$ cat src/rtl/ring_cad_pkg.sv
package ring_cad_pkg;
  localparam logic [3:0] WORD_IDLE      = 4'b0000;
  localparam logic [3:0] WORD_RING_NORM = 4'b0001;
  localparam logic [3:0] WORD_RING_REV  = 4'b0101;
  localparam logic [3:0] WORD_STANDBY   = 4'b0100;
  localparam logic [3:0] WORD_ACTIVE    = 4'b0010;

  typedef enum logic [1:0] {SQ_IDLE, SQ_RING, SQ_SILENT} seq_state_t;
  typedef enum logic [1:0] {WR_IDLE, WR_SETUP, WR_STROBE, WR_HOLD} wr_phase_t;
endpackage

$ cat src/rtl/ring_det_sync.sv
module ring_det_sync #(
  parameter int STAGES = 2
) (
  input  logic clk,
  input  logic rst,
  input  logic din,
  output logic dout
);
  logic [STAGES-1:0] chain;

  always_ff @(posedge clk) begin
    if (rst) chain <= '1;
    else     chain <= {chain[STAGES-2:0], din};
  end

  assign dout = chain[STAGES-1];
endmodule

$ cat src/rtl/ring_word_writer.sv
module ring_word_writer
  import ring_cad_pkg::*;
#(
  parameter int SETUP_CYC  = 10,
  parameter int STROBE_CYC = 50,
  parameter int HOLD_CYC   = 10
) (
  input  logic       clk,
  input  logic       rst,
  input  logic       req,
  input  logic [3:0] req_word,
  output logic       take,
  output logic [3:0] word_q,
  output logic       cs_n_q
);
  localparam int MAXC = (SETUP_CYC > STROBE_CYC) ?
                        ((SETUP_CYC > HOLD_CYC) ? SETUP_CYC : HOLD_CYC) :
                        ((STROBE_CYC > HOLD_CYC) ? STROBE_CYC : HOLD_CYC);
  localparam int CW = $clog2(MAXC + 1) + 1;

  wr_phase_t     phase;
  logic [CW-1:0] cnt;
  logic [CW-1:0] low_run;

  assign take = (phase == WR_IDLE) && req;

  always_ff @(posedge clk) begin
    if (rst) begin
      phase  <= WR_IDLE;
      cnt    <= '0;
      word_q <= WORD_IDLE;
      cs_n_q <= 1'b1;
    end else begin
      case (phase)
        WR_IDLE: if (req) begin
          word_q <= req_word;
          cnt    <= '0;
          phase  <= WR_SETUP;
        end
        WR_SETUP: if (cnt == CW'(SETUP_CYC - 1)) begin
          cs_n_q <= 1'b0;
          cnt    <= '0;
          phase  <= WR_STROBE;
        end else cnt <= cnt + 1'b1;
        WR_STROBE: if (cnt == CW'(STROBE_CYC - 1)) begin
          cs_n_q <= 1'b1;
          cnt    <= '0;
          phase  <= WR_HOLD;
        end else cnt <= cnt + 1'b1;
        WR_HOLD: if (cnt == CW'(HOLD_CYC - 1)) begin
          cnt   <= '0;
          phase <= WR_IDLE;
        end else cnt <= cnt + 1'b1;
        default: phase <= WR_IDLE;
      endcase
    end
  end

  // strobe-low run length, kept only for the width check
  always_ff @(posedge clk) begin
    if (rst || cs_n_q) low_run <= '0;
    else               low_run <= low_run + 1'b1;
  end

  assert_word_stable_R5: assert property (@(posedge clk) disable iff (rst)
    !cs_n_q |-> $stable(word_q));
  assert_strobe_width_R5: assert property (@(posedge clk) disable iff (rst)
    low_run <= CW'(STROBE_CYC));
  assert_strobe_setup_R5: assert property (@(posedge clk) disable iff (rst)
    $fell(cs_n_q) |-> $stable(word_q));
endmodule

$ cat src/rtl/ring_cadence_seq.sv
module ring_cadence_seq
  import ring_cad_pkg::*;
#(
  parameter int TW = 16
) (
  input  logic          clk,
  input  logic          rst,
  input  logic          start,
  input  logic          stop,
  input  logic [TW-1:0] half_period,
  input  logic [TW-1:0] on_time,
  input  logic [TW-1:0] off_time,
  input  logic          det_s,
  input  logic          take,
  output logic          pend,
  output logic [3:0]    pend_word,
  output logic          answered
);
  seq_state_t    st, st_n;
  logic [TW-1:0] on_cnt, on_n, half_cnt, half_n, off_cnt, off_n;
  logic          pol, pol_n, issue, ans_n;
  logic [3:0]    issue_word;

  function automatic logic expired(input logic [TW-1:0] c, input logic [TW-1:0] lim);
    return ({1'b0, c} + 1'b1) >= {1'b0, lim};
  endfunction

  always_comb begin
    st_n = st; on_n = on_cnt; half_n = half_cnt; off_n = off_cnt; pol_n = pol;
    issue = 1'b0; issue_word = WORD_STANDBY; ans_n = 1'b0;
    case (st)
      SQ_IDLE: if (start) begin
        st_n = SQ_RING; on_n = '0; half_n = '0; pol_n = 1'b0;
        issue = 1'b1; issue_word = WORD_RING_NORM;
      end
      SQ_RING: begin
        if (!det_s) begin
          st_n = SQ_IDLE; issue = 1'b1; issue_word = WORD_ACTIVE; ans_n = 1'b1;
        end else if (stop) begin
          st_n = SQ_IDLE; issue = 1'b1; issue_word = WORD_STANDBY;
        end else if (expired(on_cnt, on_time)) begin
          st_n = SQ_SILENT; off_n = '0; issue = 1'b1; issue_word = WORD_STANDBY;
        end else begin
          on_n = on_cnt + 1'b1;
          if (expired(half_cnt, half_period)) begin
            half_n = '0; pol_n = ~pol; issue = 1'b1;
            issue_word = pol ? WORD_RING_NORM : WORD_RING_REV;
          end else half_n = half_cnt + 1'b1;
        end
      end
      SQ_SILENT: begin
        if (stop) st_n = SQ_IDLE;
        else if (expired(off_cnt, off_time)) begin
          st_n = SQ_RING; on_n = '0; half_n = '0; pol_n = 1'b0;
          issue = 1'b1; issue_word = WORD_RING_NORM;
        end else off_n = off_cnt + 1'b1;
      end
      default: st_n = SQ_IDLE;
    endcase
  end

  always_ff @(posedge clk) begin
    if (rst) begin
      st <= SQ_IDLE; on_cnt <= '0; half_cnt <= '0; off_cnt <= '0; pol <= 1'b0;
      pend <= 1'b0; pend_word <= WORD_STANDBY; answered <= 1'b0;
    end else begin
      st <= st_n; on_cnt <= on_n; half_cnt <= half_n; off_cnt <= off_n; pol <= pol_n;
      answered <= ans_n;
      if (take) pend <= 1'b0;
      if (issue) begin
        pend      <= 1'b1;
        pend_word <= issue_word;
      end
    end
  end

  assert_answer_single_R6: assert property (@(posedge clk) disable iff (rst)
    answered |=> !answered);
  assert_answer_from_ring_R6: assert property (@(posedge clk) disable iff (rst)
    answered |-> $past(st == SQ_RING));
  assert_idle_no_toggle_R8: assert property (@(posedge clk) disable iff (rst)
    (st == SQ_IDLE && $past(st == SQ_IDLE)) |-> $stable(pol) || start);
endmodule

$ cat src/rtl/ring_cadence_ctrl.sv
module ring_cadence_ctrl
  import ring_cad_pkg::*;
#(
  parameter int TW          = 16,
  parameter int SETUP_CYC   = 10,
  parameter int STROBE_CYC  = 50,
  parameter int HOLD_CYC    = 10,
  parameter int SYNC_STAGES = 2
) (
  input  logic          clk,
  input  logic          rst,
  input  logic          start,
  input  logic          stop,
  input  logic [TW-1:0] half_period,
  input  logic [TW-1:0] on_time,
  input  logic [TW-1:0] off_time,
  input  logic          det_n,
  output logic [3:0]    ctl_word,
  output logic          cs_n,
  output logic          answered
);
  logic       det_s, take, pend;
  logic [3:0] pend_word;

  ring_det_sync #(.STAGES(SYNC_STAGES)) u_sync (
    .clk(clk), .rst(rst), .din(det_n), .dout(det_s));

  ring_cadence_seq #(.TW(TW)) u_seq (
    .clk(clk), .rst(rst), .start(start), .stop(stop),
    .half_period(half_period), .on_time(on_time), .off_time(off_time),
    .det_s(det_s), .take(take), .pend(pend), .pend_word(pend_word),
    .answered(answered));

  ring_word_writer #(.SETUP_CYC(SETUP_CYC), .STROBE_CYC(STROBE_CYC),
                     .HOLD_CYC(HOLD_CYC)) u_wr (
    .clk(clk), .rst(rst), .req(pend), .req_word(pend_word), .take(take),
    .word_q(ctl_word), .cs_n_q(cs_n));

  assert_reset_quiet_R1: assert property (@(posedge clk)
    $past(rst) |-> (cs_n && !answered));
endmodule

$ cat config.mk
export PLATFORM = sky130hd
export DESIGN_NAME = ring_cadence_ctrl
export DESIGN_NICKNAME = d
export VERILOG_FILES = /design/src/rtl/ring_cad_pkg.sv /design/src/rtl/ring_det_sync.sv /design/src/rtl/ring_word_writer.sv /design/src/rtl/ring_cadence_seq.sv /design/src/rtl/ring_cadence_ctrl.sv
export SDC_FILE = /design/constraint.sdc
export NUM_CORES = 1
export LEC_CHECK = 0
export ABC_AREA = 0
export ABC_CLOCK_PERIOD_IN_PS = 3180
export BUFFER_PORTS_ARGS = -buffer_cell sky130_fd_sc_hd__buf_2
export CELL_PAD_IN_SITES_DETAIL_PLACEMENT = 2
export CELL_PAD_IN_SITES_GLOBAL_PLACEMENT = 2
export CORE_MARGIN = 3
export CORE_UTILIZATION = 32
export DETAILED_ROUTE_END_ITERATION = 8
export GPL_TIMING_DRIVEN = 1
export MAX_ROUTING_LAYER = met4
export PLACE_DENSITY_LB_ADDON = 0.1
export SLEW_MARGIN = 20
export SYNTH_ARGS = -nofsm -noshare
export SYNTH_HDL_FRONTEND = slang
export SYNTH_HIERARCHICAL = 1
export SYNTH_SLANG_ARGS = --single-unit
$ cat constraint.sdc
create_clock -name clk -period 3.18 [get_ports clk]
set_input_delay 0.636 -clock clk [delete_from_list [all_inputs] [get_ports clk]]
set_output_delay 0.636 -clock clk [all_outputs]
set_load 0.02 [all_outputs]
Word level (Yosys, flattened, before mapping). Cells that the tools add are included.

Register bits: 73. Output and inout bits: 6.

Reduce and logical (&&, ||, !) cells: 16. Magnitude comparators: 3. Bitwise operators: 2. Multiplexer cells: 65. Equal/unequal tests: 22. Add/subtract/negate cells: 7.

Operators by type and width (number): 16-bit 2-to-1 mux (15); 16-bit case mux with 3 select lines (2); 16-bit by 1-bit adder with 17-bit output (second input constant) (3); 17-bit by 16-bit >= comparator with 1-bit output (3); 16-bit by 1-bit adder with 16-bit output (second input constant) (3); 16-bit case mux with 2 select lines (1); 7-bit 2-to-1 mux (3); 7-bit case mux with 3 select lines (1); 2-bit 2-to-1 mux (10); 4-bit 2-to-1 mux (5); 1-bit 2-to-1 mux (19); 2-bit inequality test (second input constant) (7); 2-bit by 1-bit inequality test with 1-bit output (second input constant) (6); 4-bit case mux with 3 select lines (1); 3-bit 2-to-1 mux (3); 2-bit case mux with 4 select lines (1); 8-bit AND reduction (1); 7-bit by 1-bit adder with 7-bit output (second input constant) (1); 7-bit by 4-bit == test with 1-bit output (second input constant) (1); 7-bit by 6-bit == test with 1-bit output (second input constant) (1); 7-bit AND reduction (1); 2-bit == test (second input constant) (3); 1-bit case mux with 3 select lines (2); 2-bit case mux with 3 select lines (1); 14 further kinds (21).

Logic depth before layout (Yosys ltp).
Depth in word-level cells: 8. Mapped depth: 18. Gate-level depth less buffers: 15.

Cells and area by module. The synthesis kept the hierarchy.

By module, submodules not included: ring_cadence_seq (sequential area each 1121.1 µm², cells an instance 587, times used 1, area an instance 4640.7 µm²); ring_word_writer (sequential area each 280.3 µm², cells an instance 97, times used 1, area an instance 804.5 µm²); ring_det_sync (sequential area each 40.0 µm², cells an instance 4, times used 1, area an instance 52.6 µm²).

Worst setup path before layout. Ideal clock, no wire load.

Kind: register to register. Start point: register u_seq.off_cnt[0]. End point: register u_seq.half_cnt[15]. Cell stages (with the launch flop): 18. Setup time: 0.116 ns. Arrival: 3.378 ns. Path slack: -0.314 ns. Required time: 3.064 ns. Clock period less this slack: 3.494 ns. Cells stage by stage: dfxtp_1 -> ha_1 -> and3_1 -> buf_6 -> and3_4 -> and3_1 -> nand3_1 -> nor2_1 -> xor2_1 -> ha_1 -> nand4_1 -> o41ai_1 -> nand2_1 -> and4_1 -> buf_4 -> buf_2 -> o211a_1 -> a41o_1.

Cells in the longest elaborated chain, start to end: 4.

RTL lines: from (decl) (RTL line ring_cadence_seq.sv:20) `logic [TW-1:0] on_cnt, on_n, half_cnt, half_n, off_cnt, off_n;`; from (signal assigned) (RTL line ring_cadence_seq.sv:67) `st <= st_n; on_cnt <= on_n; half_cnt <= half_n; off_cnt <= off_n; pol <= pol_n;`; 16-bit by 1-bit adder with 17-bit output (RTL line ring_cadence_seq.sv:25) `return ({1'b0, c} + 1'b1) >= {1'b0, lim};`; 17-bit by 16-bit >= comparator with 1-bit output (RTL line ring_cadence_seq.sv:25); 2-bit by 1-bit inequality test with 1-bit output (no line); 7-bit AND reduction (no line); to (signal assigned) (RTL line ring_cadence_seq.sv:67); to (decl) (RTL line ring_cadence_seq.sv:20).

No other way between the ends. A chain may end at the register's enable or synchronous reset.

Final worst setup path.
Start point: register u_seq.on_cnt[5]. End point: register u_seq.off_cnt[9].

Cells in the longest elaborated chain, start to end: 4.

RTL lines (RTL line): from (decl) (ring_cadence_seq.sv:20); from (signal assigned) (ring_cadence_seq.sv:67); 16-bit by 1-bit adder with 17-bit output (ring_cadence_seq.sv:25); 17-bit by 16-bit >= comparator with 1-bit output (ring_cadence_seq.sv:25); 2-bit by 1-bit inequality test with 1-bit output (no line); 6-bit AND reduction (no line).

No other way between the ends.

==> impl_metrics.tcl <==
set metrics [dict create \
    skew_ps 19.24 \
    dp_hpwl_mm 15.42 \
    worst_pin_slew_ps 1034 \
    synth_area_sq_um 5498 \
    power_mw 2.598 \
    rr_worst_depth 16 \
    ys_types 68 \
    syn_inst 688 \
    relSlewSlack_pct 30.94 \
    cts_max_path_buffers 2 \
    r2r_slack_ps -700 \
    syn_area_per_cell_sq_um 7.991 \
    via_per_inst 5.927 \
    cts.htree.levels 3 \
    pin_count 59 \
    num_antenna_cells 0 \
    setup_slack_ps -699.4 \
    synth_edf_count 0 \
    firstDrtPassIters 7 \
    die_x_um 137.1 \
    drt-initial-drc-count 406 \
    grt_pass1_vias 7191 \
    cts_made_buffers 9 \
    yosysSeqAreaShare_pct 26.22 \
    max_stage_delay_ps 420 \
    initial_core_util_pct 32.92 \
    max_cap_viol_count 0 \
    grtUsageMet1_pct 34.81 \
    antenna_found_initial 0 \
    cpMostUsedCell "buf_4" \
    row_count 47 \
    grt.busiest_layer "met2" \
    cts_tree "built" \
    leakagePower_nw 4.153 \
    syn-num-nets 799 \
    wl_mm 31.86 \
    hold_violations 0 \
    critical_path_class "reg2reg" \
    fin_crit_sh_pct 122.0 \
    die-area_sq_um 18790 \
    path_clk_slew_ps 80 \
    hold_path_startpoint "u_wr/word_q[2]" \
    violations "setup timing" \
    drive_gt1_share_pct 42.68 \
    num-fill-cells 1796 \
    timing.rr.start "u_seq/on_cnt[5]" \
    met2_usage_pct 50.19 \
    num_vias 6692 \
    synthArstFlopShare_pct 0 \
    grt_remaining_overflow 0 \
    core_area_sq_um 16700 \
    met3_usage_pct 4.044 \
    area.growth.synth_to_final_pct 55.03 \
    cp_data_arrival_time_ps 4120 \
    layout_commonest_cell "buf_4" \
    ys_seq_elements 72 \
    grt_pass1_wl_mm 41.39 \
    layout_common_cells "buf_4, dfxtp_1, inv_1, buf_2, ha_1" \
    clock_sinks 72 \
    fmax_mhz 257.8 \
    die_h_um 137.1 \
    hp-class "reg2reg" \
    ctsHoldBuffers 0 \
    holdPathStages 2 \
    worstPathRequired_ps 3420 \
    io_buffer_count 58 \
    drt.antenna.violating_nets 0 \
    status "finished with violations" \
    tns_ps -29100 \
    holdPathEnd "u_wr/word_q[2]" \
    critical_path.slowest_cell "o31ai_1" \
    setup_viol 55 \
    rsz0062_at_grt "true" \
    p_per_area_nw_per_um2 304.8 \
    final_nets 1015 \
    max-vdd-ir-drop_v 0.0003544 \
    yosysWarnings 6 \
    clk-insertion-delay-late_ps 370 \
    wl_per_cell_um 28.22 \
    path_cells "nand3_1 -> nor3_2 -> buf_4 -> buf_4 -> nand2_1 -> xnor2_2 -> ha_1 -> nand4_1 -> o41ai_4 -> a41oi_2 -> o211ai_1 -> buf_4 -> a21oi_4 -> buf_6 -> o31ai_1 -> a21oi_1" \
    fin_crit_ps 3879 \
    crit_path_max_fanout 6 \
    cp-end-kind "flop" \
    worst_setup_path_start_kind "flop" \
    ys.flop_type "dfxtp_1" \
    cts_root_buf "clkbuf_16" \
    slew_violations 0 \
    drc 0 \
    gp_congestion 0.8444 \
    grt_use_total_pct 29.36 \
    worstReg2RegEnd "u_seq/off_cnt[9]" \
    preCtsSetupSlack_ps -457.2 \
    grt_max_degree 40 \
]
==> synthesized netlist by cell type (5+ instances only) <==
cell      count  share of area [%]
a31oi_1       8               0.91
nand3b_1     11                1.5
and3_1       12                1.4
nand2b_1      6               0.68
a41o_1       18                3.3
a21oi_1      46                4.2
nor2_1       39                2.7
inv_1        61                4.2
o211ai_1      6               0.82
o211a_1      19                3.5
dfxtp_1      72                 26
xor2_1       21                3.3
and2_1        5               0.57
buf_2         7               0.64
nand3_1      31                2.8
nor3_1       14                1.3
nand2_1      51                3.5
a211oi_1      7               0.96
o21ai_0      51                4.6
clkbuf_1     18                1.2
xnor2_1      21                3.3
ha_1         58                 13
nor2b_1       8               0.91
o21a_1        5               0.68
nand4_1      18                2.0
o31ai_1       7               0.96
==> registers in the layout, summed over array words and instances, names as in the netlist <==
register / cells
u_sync/chain: 2
u_seq/pol: 1
u_seq/off_cnt: 16
u_wr/cs_n_q: 1
u_seq/half_cnt: 16
u_seq/st: 2
u_wr/word_q: 4
u_wr/cnt: 7
u_wr/phase: 2
u_seq/on_cnt: 16
u_seq/answered: 1
u_seq/pend: 1
u_seq/pend_word: 3
==> worst max path at each step <==
stage | from | end | slack (ps) | cells after the start
floorplan | u_seq/off_cnt[0] | u_seq/half_cnt[0] | -60 | 16
global placement | u_seq/half_cnt[0] | u_seq/pend_word[1] | -380 | 13
detailed placement | u_seq/on_cnt[0] | u_seq/half_cnt[14] | -460 | 13
CTS | u_seq/off_cnt[1] | u_seq/half_cnt[0] | -220 | 16
global route | u_seq/on_cnt[5] | u_seq/off_cnt[9] | -800 | 16
finish | u_seq/on_cnt[5] | u_seq/off_cnt[9] | -700 | 16
==> routing by layer <==
layer | vias up | part of all wire [%] | wire length, um
met5 | - | 0 | 0
met2 | 257 | 50 | 16000
li1 | 2942 | - | -
met4 | 0 | 5.2 | 1670
met1 | 3371 | 40 | 12690
met3 | 122 | 4.7 | 1491
==> cells by family after synthesis <==
| logic type | Yosys count | synth area share, % |
|---|---|---|
| and+or+nand+nor | 222 | 21.07 |
| adders and majority gates | 58 | 13.20 |
| xor gates and xnor gates | 42 | 6.691 |
| other | 1 | 0.06821 |
| AOI/OAI and AO/OA | 197 | 25.24 |
| buffers and inverters | 93 | 6.941 |
| DFF | 72 | 26.22 |
| muxes | 3 | 0.5690 |
==> per-stage QoR <==
stage | hold slack (ps) | util [%] | instance area (sq um) | cells
after floorplan | 383.2 | - | 5602 | 688
after global placement | 396.0 | 41.80 | 6980 | 1059
after detailed placement | 428.6 | 41.80 | 6980 | 1059
after CTS | 444.1 | 47.75 | 7975 | 1115
after global routing | 490.8 | 51.03 | 8523 | 1129
final | 461.1 | 51.03 | 8523 | 1129
==> worst max-delay path: cells and delay by family (launching register included) <==
kind,cells,cell delay [ps]
xor gates and xnor gates,1,170
buffers and inverters,4,640
and+or+nand+nor,4,830
adders and majority gates,1,310
AOI/OAI and AO/OA,6,1380
DFF,1,400
==> power breakdown <==
| part | total (mW) | switching (mW) | internal, mW |
|---|---|---|---|
| logic | 0.572 | 0.352 | 0.219 |
| registers | 0.954 | 0.0279 | 0.926 |
| clock network | 1.07 | 0.513 | 0.560 |
| total | 2.60 | 0.893 | 1.70 |
==> timing repair <==
| action | in CTS | in global routing |
|---|---|---|
| cloned | 2 | 0 |
| pin swaps | 59 | 74 |
| resized for setup | 92 | 99 |
| setup endpoints to repair | 55 | 55 |
| buffers inserted | 38 | 17 |
| endpoints found under the hold margin | 0 | 0 |
==> layout make-up <==
class / instances / area (sq um) / area share [%]
inverters: 61 / 229.0 / 2.686
well taps: 220 / 275.3 / 3.230
flip-flops and latches: 72 / 1463 / 17.16
multi-input cells: 523 / 4388 / 51.48
clock buffers: 10 / 239.0 / 2.804
clock inverters: 6 / 50.05 / 0.5872
repair buffers: 237 / 1879 / 22.05
Note: power is estimated with default switching activity, not from simulation.
